--- src/rtl/shstk_pkg.sv ---
package shstk_pkg;

  parameter int unsigned SS_XLEN = 64;

  typedef enum logic [2:0] {
    SS_PUSH    = 3'd0,
    SS_POP     = 3'd1,
    SS_RDPTR   = 3'd2,
    SS_CHKLINK = 3'd3,
    SS_SWAP    = 3'd4
  } ss_op_e;

  // Bytes moved per stack entry in the selected mode.
  function automatic logic [SS_XLEN-1:0] ss_step(input logic wide);
    return wide ? SS_XLEN'(8) : SS_XLEN'(4);
  endfunction

  // Natural alignment for an access of the mode's width.
  function automatic logic ss_aligned(input logic [SS_XLEN-1:0] a, input logic wide);
    return wide ? (a[2:0] == 3'b000) : (a[1:0] == 2'b00);
  endfunction

  function automatic logic [SS_XLEN-1:0] ss_sext32(input logic [SS_XLEN-1:0] v);
    return {{(SS_XLEN-32){v[31]}}, v[31:0]};
  endfunction

  function automatic logic [SS_XLEN-1:0] ss_zext32(input logic [SS_XLEN-1:0] v);
    return {{(SS_XLEN-32){1'b0}}, v[31:0]};
  endfunction

  function automatic logic ss_links_differ(input logic [SS_XLEN-1:0] a,
                                           input logic [SS_XLEN-1:0] b,
                                           input logic wide);
    return wide ? (a != b) : (a[31:0] != b[31:0]);
  endfunction

endpackage

--- src/rtl/shstk_addr_gen.sv ---
module shstk_addr_gen
  import shstk_pkg::*;
(
  input  logic [2:0]         op_i,
  input  logic               wide_i,
  input  logic [SS_XLEN-1:0] ptr_i,
  input  logic [SS_XLEN-1:0] opa_i,
  output logic [SS_XLEN-1:0] acc_addr_o,
  output logic [SS_XLEN-1:0] next_ptr_o,
  output logic               is_mem_o,
  output logic               misaligned_o
);

  logic [SS_XLEN-1:0] step;

  always_comb begin
    step       = ss_step(wide_i);
    acc_addr_o = ptr_i;
    next_ptr_o = ptr_i;
    is_mem_o   = 1'b0;
    case (op_i)
      SS_PUSH: begin
        acc_addr_o = ptr_i - step;
        next_ptr_o = ptr_i - step;
        is_mem_o   = 1'b1;
      end
      SS_POP: begin
        acc_addr_o = ptr_i;
        next_ptr_o = ptr_i + step;
        is_mem_o   = 1'b1;
      end
      SS_SWAP: begin
        acc_addr_o = opa_i;
        is_mem_o   = 1'b1;
      end
      default: ;
    endcase
  end

  assign misaligned_o = is_mem_o && !ss_aligned(acc_addr_o, wide_i);

endmodule

--- src/rtl/shstk_ptr_reg.sv ---
module shstk_ptr_reg
  import shstk_pkg::*;
#(
  parameter logic [SS_XLEN-1:0] RESET_PTR = SS_XLEN'(64'h0001_0000)
) (
  input  logic               clk_i,
  input  logic               rst_ni,
  input  logic               upd_en_i,
  input  logic [SS_XLEN-1:0] upd_val_i,
  output logic [SS_XLEN-1:0] ptr_o
);

  always_ff @(posedge clk_i or negedge rst_ni) begin
    if (!rst_ni)       ptr_o <= RESET_PTR;
    else if (upd_en_i) ptr_o <= upd_val_i;
  end

endmodule

--- src/rtl/shstk_mem_seq.sv ---
module shstk_mem_seq
  import shstk_pkg::*;
(
  input  logic               clk_i,
  input  logic               rst_ni,
  input  logic               launch_i,
  input  logic               l_write_i,
  input  logic               l_swap_i,
  input  logic               l_wide_i,
  input  logic [SS_XLEN-1:0] l_addr_i,
  input  logic [SS_XLEN-1:0] l_wdata_i,
  output logic               busy_o,
  output logic               rsp_fire_o,
  output logic               mreq_valid_o,
  input  logic               mreq_ready_i,
  output logic               mreq_write_o,
  output logic               mreq_swap_o,
  output logic               mreq_wide_o,
  output logic [SS_XLEN-1:0] mreq_addr_o,
  output logic [SS_XLEN-1:0] mreq_wdata_o,
  input  logic               mrsp_valid_i
);

  typedef enum logic [1:0] {MS_IDLE, MS_REQ, MS_WAIT} ms_state_e;
  ms_state_e st;

  always_ff @(posedge clk_i or negedge rst_ni) begin
    if (!rst_ni) begin
      st           <= MS_IDLE;
      mreq_write_o <= 1'b0;
      mreq_swap_o  <= 1'b0;
      mreq_wide_o  <= 1'b0;
      mreq_addr_o  <= '0;
      mreq_wdata_o <= '0;
    end else begin
      case (st)
        MS_IDLE: if (launch_i) begin
          st           <= MS_REQ;
          mreq_write_o <= l_write_i;
          mreq_swap_o  <= l_swap_i;
          mreq_wide_o  <= l_wide_i;
          mreq_addr_o  <= l_addr_i;
          mreq_wdata_o <= l_wdata_i;
        end
        MS_REQ:  if (mreq_ready_i) st <= MS_WAIT;
        MS_WAIT: if (mrsp_valid_i) st <= MS_IDLE;
        default: st <= MS_IDLE;
      endcase
    end
  end

  assign mreq_valid_o = (st == MS_REQ);
  assign busy_o       = (st != MS_IDLE);
  assign rsp_fire_o   = (st == MS_WAIT) && mrsp_valid_i;

  // an unaccepted request keeps every field
  a_r8_req_hold: assert property (@(posedge clk_i) disable iff (!rst_ni)
    (mreq_valid_o && !mreq_ready_i) |=> (mreq_valid_o && $stable(mreq_addr_o) &&
      $stable(mreq_wdata_o) && $stable(mreq_write_o) && $stable(mreq_swap_o)));

  // no new launch while a request is outstanding
  a_r9_no_overlap: assert property (@(posedge clk_i) disable iff (!rst_ni)
    busy_o |-> !launch_i);

endmodule

--- src/rtl/shstk_unit.sv ---
module shstk_unit
  import shstk_pkg::*;
#(
  parameter logic [SS_XLEN-1:0] RESET_PTR = SS_XLEN'(64'h0001_0000)
) (
  input  logic               clk_i,
  input  logic               rst_ni,
  input  logic               start_i,
  input  logic [2:0]         op_i,
  input  logic               wide_i,
  input  logic [SS_XLEN-1:0] opa_i,
  input  logic [SS_XLEN-1:0] opb_i,
  input  logic [SS_XLEN-1:0] link_x1_i,
  input  logic [SS_XLEN-1:0] link_x5_i,
  output logic               wb_valid_o,
  output logic [SS_XLEN-1:0] wb_data_o,
  output logic               done_o,
  output logic               fault_o,
  output logic               mreq_valid_o,
  input  logic               mreq_ready_i,
  output logic               mreq_write_o,
  output logic               mreq_swap_o,
  output logic               mreq_wide_o,
  output logic [SS_XLEN-1:0] mreq_addr_o,
  output logic [SS_XLEN-1:0] mreq_wdata_o,
  input  logic               mrsp_valid_i,
  input  logic [SS_XLEN-1:0] mrsp_data_i
);

  logic [SS_XLEN-1:0] ptr_q, acc_addr, next_ptr, cur_next;
  logic               is_mem, misaligned, seq_busy, rsp_fire;
  logic               accept_start, launch, ptr_upd;
  logic [2:0]         cur_op;
  logic               cur_wide;

  shstk_addr_gen u_addr (
    .op_i         (op_i),
    .wide_i       (wide_i),
    .ptr_i        (ptr_q),
    .opa_i        (opa_i),
    .acc_addr_o   (acc_addr),
    .next_ptr_o   (next_ptr),
    .is_mem_o     (is_mem),
    .misaligned_o (misaligned)
  );

  assign accept_start = start_i && !seq_busy;
  assign launch       = accept_start && is_mem && !misaligned;
  assign ptr_upd      = rsp_fire && ((cur_op == SS_PUSH) || (cur_op == SS_POP));

  shstk_ptr_reg #(.RESET_PTR(RESET_PTR)) u_ptr (
    .clk_i     (clk_i),
    .rst_ni    (rst_ni),
    .upd_en_i  (ptr_upd),
    .upd_val_i (cur_next),
    .ptr_o     (ptr_q)
  );

  shstk_mem_seq u_seq (
    .clk_i        (clk_i),
    .rst_ni       (rst_ni),
    .launch_i     (launch),
    .l_write_i    (op_i == SS_PUSH),
    .l_swap_i     (op_i == SS_SWAP),
    .l_wide_i     (wide_i),
    .l_addr_i     (acc_addr),
    .l_wdata_i    ((op_i == SS_PUSH) ? opa_i : opb_i),
    .busy_o       (seq_busy),
    .rsp_fire_o   (rsp_fire),
    .mreq_valid_o (mreq_valid_o),
    .mreq_ready_i (mreq_ready_i),
    .mreq_write_o (mreq_write_o),
    .mreq_swap_o  (mreq_swap_o),
    .mreq_wide_o  (mreq_wide_o),
    .mreq_addr_o  (mreq_addr_o),
    .mreq_wdata_o (mreq_wdata_o),
    .mrsp_valid_i (mrsp_valid_i)
  );

  always_ff @(posedge clk_i or negedge rst_ni) begin
    if (!rst_ni) begin
      cur_op     <= '0;
      cur_wide   <= 1'b0;
      cur_next   <= '0;
      done_o     <= 1'b0;
      fault_o    <= 1'b0;
      wb_valid_o <= 1'b0;
      wb_data_o  <= '0;
    end else begin
      done_o     <= 1'b0;
      fault_o    <= 1'b0;
      wb_valid_o <= 1'b0;
      if (accept_start) begin
        cur_op   <= op_i;
        cur_wide <= wide_i;
        cur_next <= next_ptr;
        case (op_i)
          SS_RDPTR: begin
            done_o     <= 1'b1;
            wb_valid_o <= 1'b1;
            wb_data_o  <= ptr_q;
          end
          SS_CHKLINK: begin
            done_o  <= 1'b1;
            fault_o <= ss_links_differ(link_x1_i, link_x5_i, wide_i);
          end
          SS_PUSH, SS_POP, SS_SWAP: begin
            if (misaligned) begin
              done_o  <= 1'b1;
              fault_o <= 1'b1;
            end
          end
          default: begin
            done_o  <= 1'b1;
            fault_o <= 1'b1;
          end
        endcase
      end else if (rsp_fire) begin
        done_o <= 1'b1;
        if (cur_op == SS_POP) begin
          wb_valid_o <= 1'b1;
          wb_data_o  <= cur_wide ? mrsp_data_i : ss_zext32(mrsp_data_i);
        end else if (cur_op == SS_SWAP) begin
          wb_valid_o <= 1'b1;
          wb_data_o  <= cur_wide ? mrsp_data_i : ss_sext32(mrsp_data_i);
        end
      end
    end
  end

  // fault and writeback appear only with completion
  a_r11_fault_done: assert property (@(posedge clk_i) disable iff (!rst_ni)
    fault_o |-> done_o);
  a_r11_wb_done: assert property (@(posedge clk_i) disable iff (!rst_ni)
    wb_valid_o |-> done_o);

  // only aligned requests reach the memory port
  a_r7_req_aligned: assert property (@(posedge clk_i) disable iff (!rst_ni)
    mreq_valid_o |-> ss_aligned(mreq_addr_o, mreq_wide_o));

  // a faulting operation leaves the pointer where it was
  a_r7_fault_ptr: assert property (@(posedge clk_i) disable iff (!rst_ni)
    fault_o |-> $stable(ptr_q));

  // after a push the pointer equals the address that was stored to
  a_r2_push_ptr: assert property (@(posedge clk_i) disable iff (!rst_ni)
    (rsp_fire && cur_op == SS_PUSH) |=> (ptr_q == $past(mreq_addr_o)));

  // after a pop the pointer moves one entry above the loaded address
  a_r3_pop_ptr: assert property (@(posedge clk_i) disable iff (!rst_ni)
    (rsp_fire && cur_op == SS_POP) |=>
      (ptr_q == $past(mreq_addr_o) + ss_step($past(cur_wide))));

  // swap never moves the pointer
  a_r6_swap_ptr: assert property (@(posedge clk_i) disable iff (!rst_ni)
    (rsp_fire && cur_op == SS_SWAP) |=> $stable(ptr_q));

  // pointer is frozen while a request is in flight
  a_r8_ptr_frozen: assert property (@(posedge clk_i) disable iff (!rst_ni)
    (seq_busy && !rsp_fire) |=> $stable(ptr_q));

endmodule

--- config.mk ---
export PLATFORM = sky130hd
export DESIGN_NAME = shstk_unit
export DESIGN_NICKNAME = d
export VERILOG_FILES = /design/src/rtl/shstk_pkg.sv /design/src/rtl/shstk_addr_gen.sv /design/src/rtl/shstk_ptr_reg.sv /design/src/rtl/shstk_mem_seq.sv /design/src/rtl/shstk_unit.sv
export SDC_FILE = /design/constraint.sdc
export NUM_CORES = 1
export LEC_CHECK = 0
export ABC_AREA = 1
export CAP_MARGIN = 5
export CORE_ASPECT_RATIO = 0.9
export CORE_UTILIZATION = 45
export CTS_CLUSTER_SIZE = 10
export DETAILED_ROUTE_END_ITERATION = 8
export DONT_BUFFER_PORTS = 1
export PLACE_DENSITY = 0.61
export SYNTH_ARGS = -nofsm -noshare
export SYNTH_HDL_FRONTEND = slang
export SYNTH_SLANG_ARGS = --single-unit
--- constraint.sdc ---
create_clock -name clk_i -period 4.95 [get_ports clk_i]
set_input_delay 0.7425 -clock clk_i [delete_from_list [all_inputs] [get_ports clk_i]]
set_output_delay 0.7425 -clock clk_i [all_outputs]
set_load 0.02 [all_outputs]
======== After elaboration in Yosys (flattened, before gate mapping) ========
Cells that the tools add are included.
cells by class
  mux-type cells .......................... 29
  add/subtract/negate cells ............... 2
  equality and inequality tests ........... 14
  reduce and logical (&&, ||, !) cells .... 22
operators with widths
  kind                count
  $mux 64             8
  $pmux 64 s2         2
  $add 64x64->64      1
  $ne 64x64->1        1
  $sub 64x64->64      1
  $ne 32x32->1        1
  $mux 1              13
  $logic_not 3->1     3
  $eq 3x1->1 const B  2
  $eq 3x2->1 const B  2
  $eq 3x3->1 const B  2
  $logic_and 1x1->1   6
  $mux 2              3
  $pmux 2 s3          1
  $reduce_and 3->1    2
  $logic_not 2->1     2
  $mux 4              1
  $ne 2x1->1 const B  2
  $ne 2x2->1 const B  2
  $reduce_bool 2->1   2
  $logic_not 1->1     3
  $pmux 1 s3          1
  $reduce_bool 3->1   1
  $reduce_or 3->1     1
  other kinds (4)     4
storage, ports and cells
  logic and storage cells ................. 81
  output and inout bits ................... 199
  register bits after elaboration ......... 332

======== Logic depth before layout (Yosys ltp) ========
  depth after elaboration ................. 11
  depth in mapped cells ................... 15

======== Cells and area by module ========
From an unflattened synthesis, not the netlist that was laid out.
unflattened totals
  cell total of the unflattened synthesis .. 3344
  area total of the unflattened synthesis .. 21798.4 um^2
modules (own cells, without submodules)
  module          cells each  times used  area each (um^2)
  shstk_unit      1068        1           7698.6
  shstk_addr_gen  1424        1           6431.2
  shstk_mem_seq   582         1           5221.3
  shstk_ptr_reg   270         1           2447.3

======== Least setup slack after synthesis ========
Ideal clock, no wire load.
  kind .................................... input-to-reg
  start ................................... in wide_i
  end ..................................... reg cur_next[30]
  arrival ................................. 2.688 ns
  path slack .............................. 2.185 ns
  library setup time ...................... 0.077 ns
  stages on the path ...................... 13
  path buffers ............................ 0
  data required time ...................... 4.873 ns
  cells stage by stage .................... inv_1 > ha_1 > inv_1 > fa_1 > nor2_1 > nand2_1 > nor2_2 > nand2_1 > nor2_1 > nand2_1 > xor2_1 > nand2_1 > a21oi_1
between the ends
  cells in the longest elaborated chain, start to end .. 3
  elaborated cells on any way between the ends .. 4
RTL lines
  what                                                     RTL line                                    text
  start, declared                                          shstk_unit.sv:10                            input logic wide_i,
  $mux 4 (*)                                               shstk_pkg.sv:15                             return wide ? SS_XLEN'(8) : SS_XLEN'(4);
  $add 64x64->64 / $sub 64x64->64 (equally long branches)  shstk_addr_gen.sv:29, shstk_addr_gen.sv:24
  $pmux 64 s2 (*)                                          shstk_addr_gen.sv:21                        case (op_i)
  end signal, assigned                                     shstk_unit.sv:96                            cur_next <= next_ptr;
  end, declared                                            shstk_unit.sv:30                            logic [SS_XLEN-1:0] ptr_q, acc_addr, next_ptr, cur_next;
Mark *: on every way between the ends. The rest lies on a longest branch, timed or not.
A chain may end at the register's enable or synchronous reset.

======== Final worst setup path ========
  start ................................... reg u_ptr.ptr_o[2]
  end ..................................... reg cur_next[26]
between the ends
  cells in the longest elaborated chain, start to end .. 2
  elaborated cells on any way between the ends .. 3
RTL lines
  what                                                     RTL line                                    text
  start, declared                                          shstk_ptr_reg.sv:10                         output logic [SS_XLEN-1:0] ptr_o
  start signal, assigned                                   shstk_ptr_reg.sv:15                         else if (upd_en_i) ptr_o <= upd_val_i;
  $add 64x64->64 / $sub 64x64->64 (equally long branches)  shstk_addr_gen.sv:29, shstk_addr_gen.sv:24
  $pmux 64 s2 (*)                                          shstk_addr_gen.sv:21
Marks and branches as above.

==> results.sh <==
export IMPL_clk_latency_ps=590
export IMPL_hp_class="in -> async"
export IMPL_synth_edf_count=0
export IMPL_antenna_left=0
export IMPL_seq_area_um2=8310
export IMPL_cts_tree="built"
export IMPL_drc=0
export IMPL_numCtsBuffers=40
export IMPL_antenna_found_initial=0
export IMPL_cts_resized=0
export IMPL_drv_slew=0
export IMPL_rsz0062_at_grt="false"
export IMPL_worstMarginPinSlew_ps=970
export IMPL_power_frac_comb_pct=30.0
export IMPL_fmax_mhz=337
export IMPL_port_buffers=0
export IMPL_dr_pass1_iters=7
export IMPL_numClockSinks=332
export IMPL_netSwitchingFraction_pct=48.6
export IMPL_fin_skew_ps=35.8
export IMPL_start_util_pct=46.1
export IMPL_dieArea_um2=46600
export IMPL_synth_seq_cells=332
export IMPL_track_usage_pct=36.6
export IMPL_power_internal_uw=6860
export IMPL_fillers=4579
export IMPL_maxCapViolCount=0
export IMPL_p_clk_share_pct=20.5
export IMPL_highest_layer="met4"
export IMPL_worst_ep_required_time_ps=5460
export IMPL_preCtsSetupSlack_ps=1630
export IMPL_drive_above_1_share_pct=3.27
export IMPL_cts_root_buf="clkbuf_16"
export IMPL_grt_pass1_vias=20044
export IMPL_wirelength_um=86000
export IMPL_hold_viol_final=328
export IMPL_dpl_instance_area_um2=20700
export IMPL_netlist_area_um2=20600
export IMPL_fin_area_um2=21900
export IMPL_fin_nets=3344
export IMPL_htreeDepth=2
export IMPL_syn_num_nets=3469
export IMPL_layout_worst_path_cycle_share_pct=60.0
export IMPL_slew_limit_headroom_pct=35.4
export IMPL_grt_pass1_wl_um=126000
export IMPL_netlist_instances=3134
export IMPL_core_um2=44700
export IMPL_clk_pin_slew_ps=60
export IMPL_clock_path_buffers=3
export IMPL_utilization_pct=49.0
export IMPL_drt_met1_wl_um=36500
export IMPL_vias_per_cell=5.79
export IMPL_synth_main_ff_cell="dfrtp_1"
export IMPL_setup_slack_ps=1980
export IMPL_die_h_um=205
export IMPL_ioPinCount=528
export IMPL_post_synth_num_cell_types=40
export IMPL_dp_hpwl_um=64000
export IMPL_crit_arrival_ps=3480
export IMPL_vias=20991
export IMPL_switchingPower_uw=6480
export IMPL_overflow=0
export IMPL_endpoint_kind="register"
export IMPL_power_frac_seq_pct=49.4
export IMPL_die_x_um=227
export IMPL_ys_seq_area_share_pct=40.4
export IMPL_crit_path_max_fanout=5
export IMPL_finalSetupViolCount=0
export IMPL_avgSynthCellArea_um2=6.57
export IMPL_status="finished with violations"
export IMPL_grt_start_max_net_pins=333
export IMPL_post_drt_wl_per_cell_um=23.7
export IMPL_violations="hold timing"
export IMPL_wl_met3_um=6550
export IMPL_powerDensity_nw_per_um2=610
export IMPL_gp_congestion=1.02
export IMPL_drtIter0Drc=2065
export IMPL_multi_input_area_um2=10700
export IMPL_setup_tns_ps=0
export IMPL_post_cts_setup_buffers=0
export IMPL_syn_to_final_growth_pct=6.33
export IMPL_yosys_warnings=0
export IMPL_rows=73
export IMPL_holdWs_ps=-121
export IMPL_async_flop_share_pct=100
export IMPL_ir_worst_vdd_mv=0.345
export IMPL_leakagePower_uw=0.0101
export IMPL_finalCriticalPeriod_ps=2970
export IMPL_wl_met2_um=39200
export IMPL_startpoint_type="register"
export IMPL_crit_type="reg -> reg"
==> layout by cell type, fill, tap and decap left out, drive strengths merged, types with 2 or more instances in the layout <==
cell type and instances:
nand3 232, nor3 7, a21oi 105, nand4 25
or2 3, o31ai 2, a22oi 2, clkinv 2
nand2 1207, a41oi 35, a31oi 37, o211ai 38
nor2 457, and2 9, mux2i 2, xor2 21
clkbuf 53, buf 24, fa 2, inv 206
dfrtp 331, xnor2 41, o21ai 170, ha 4
a32oi 2
==> power groups by stage <==
stage | Sequential (µW) | Clock, µW | Combinational, µW
after floorplan | 5510 | 0 | 3490
after global placement | 6590 | 0 | 3850
after detailed placement | 6590 | 0 | 3960
after CTS | 6570 | 2770 | 3980
after global routing | 6710 | 2880 | 4570
final | 6600 | 2740 | 4000
==> through the flow <==
stage | power, µW | std cells
after floorplan | 9000 | 3134
after global placement | 10400 | 3567
after detailed placement | 10600 | 3567
after CTS | 13300 | 3626
after global routing | 14200 | 3626
final | 13300 | 3627
==> worst paths after layout <==
check                               start                      to  slack [ps]  cells past startpoint
setup reg to reg           u_ptr.ptr_o[2]            cur_next[26]        1980                     12
hold reg to reg              cur_next[47]            cur_next[47]         480                      2
max in group asynchronous          rst_ni  u_seq.mreq_wdata_o[52]        4550                      0
min in group clk_i           mreq_ready_i             u_seq.st[0]         260                      1
hold / removal                     rst_ni           wb_data_o[10]        -120                      0
setup / recovery           u_ptr.ptr_o[2]            cur_next[26]        1980                     12
==> metal layers <==
layer  global-route usage [%]  vias up
li1                         -     9707
met1                     49.2    10128
met2                     57.8      969
met3                     6.11      187
met4                     16.3        0
met5                        0        -
==> state kept, by name (all words and copies together), names as in the netlist, 2 cells and up <==
register            cells
u_seq.mreq_wdata_o     64
u_seq.mreq_addr_o      64
cur_op                  3
cur_next               64
wb_data_o              64
u_ptr.ptr_o            64
u_seq.st                2
==> Yosys cell counts (all sizes together) (21+ instances only) <==
cell type     n  area (µm²)
nand2      1207        4540
nor2        457        1750
dfrtp       331        8280
nand3       232        1160
inv         204         766
o21ai       170         851
clkbuf      117         439
a21oi       105         526
buf          74         395
xnor2        41         359
o211ai       38         290
a31oi        37         231
a41oi        35         307
nand4        25         156
xor2         21         184
==> critical path: stages, from the launching register on <==
cell and delay (ps):
dfrtp_1 430, ha_1 260, inv_1 80, fa_1 420
nor2_1 240, nand2_1 230, nor3_1 640, buf_4 220
or2_2 90, nand3_1 60, nand3_1 80, nand2_1 60
nand2_1 90
==> final cells by class <==
class                           count  share of cell area, %
Inverter                          204                   3.51
Clock buffer                       53                   4.84
Clock inverter                      6                  0.412
Timing Repair Buffer               24                  0.881
Multi-Input combinational cell   2407                   48.9
Sequential cell                   332                   38.0
Tap cell                          600                   3.43
Antenna cell                        1                 0.0114
==> cell families (layout without fill, tap and decap cells) <==
family	Yosys count	count (layout)	synth area share [%]
muxes	2	2	0.0973
DFF	332	332	40.4
adders and majority gates	6	6	0.438
other	0	1	0
xor gates and xnor gates	62	62	2.64
AOI/OAI and AO/OA	395	395	11.1
and+or+nand+nor	1942	1942	37.6
buffers and inverters	395	287	7.78
Power figures use the tool's default switching activity.
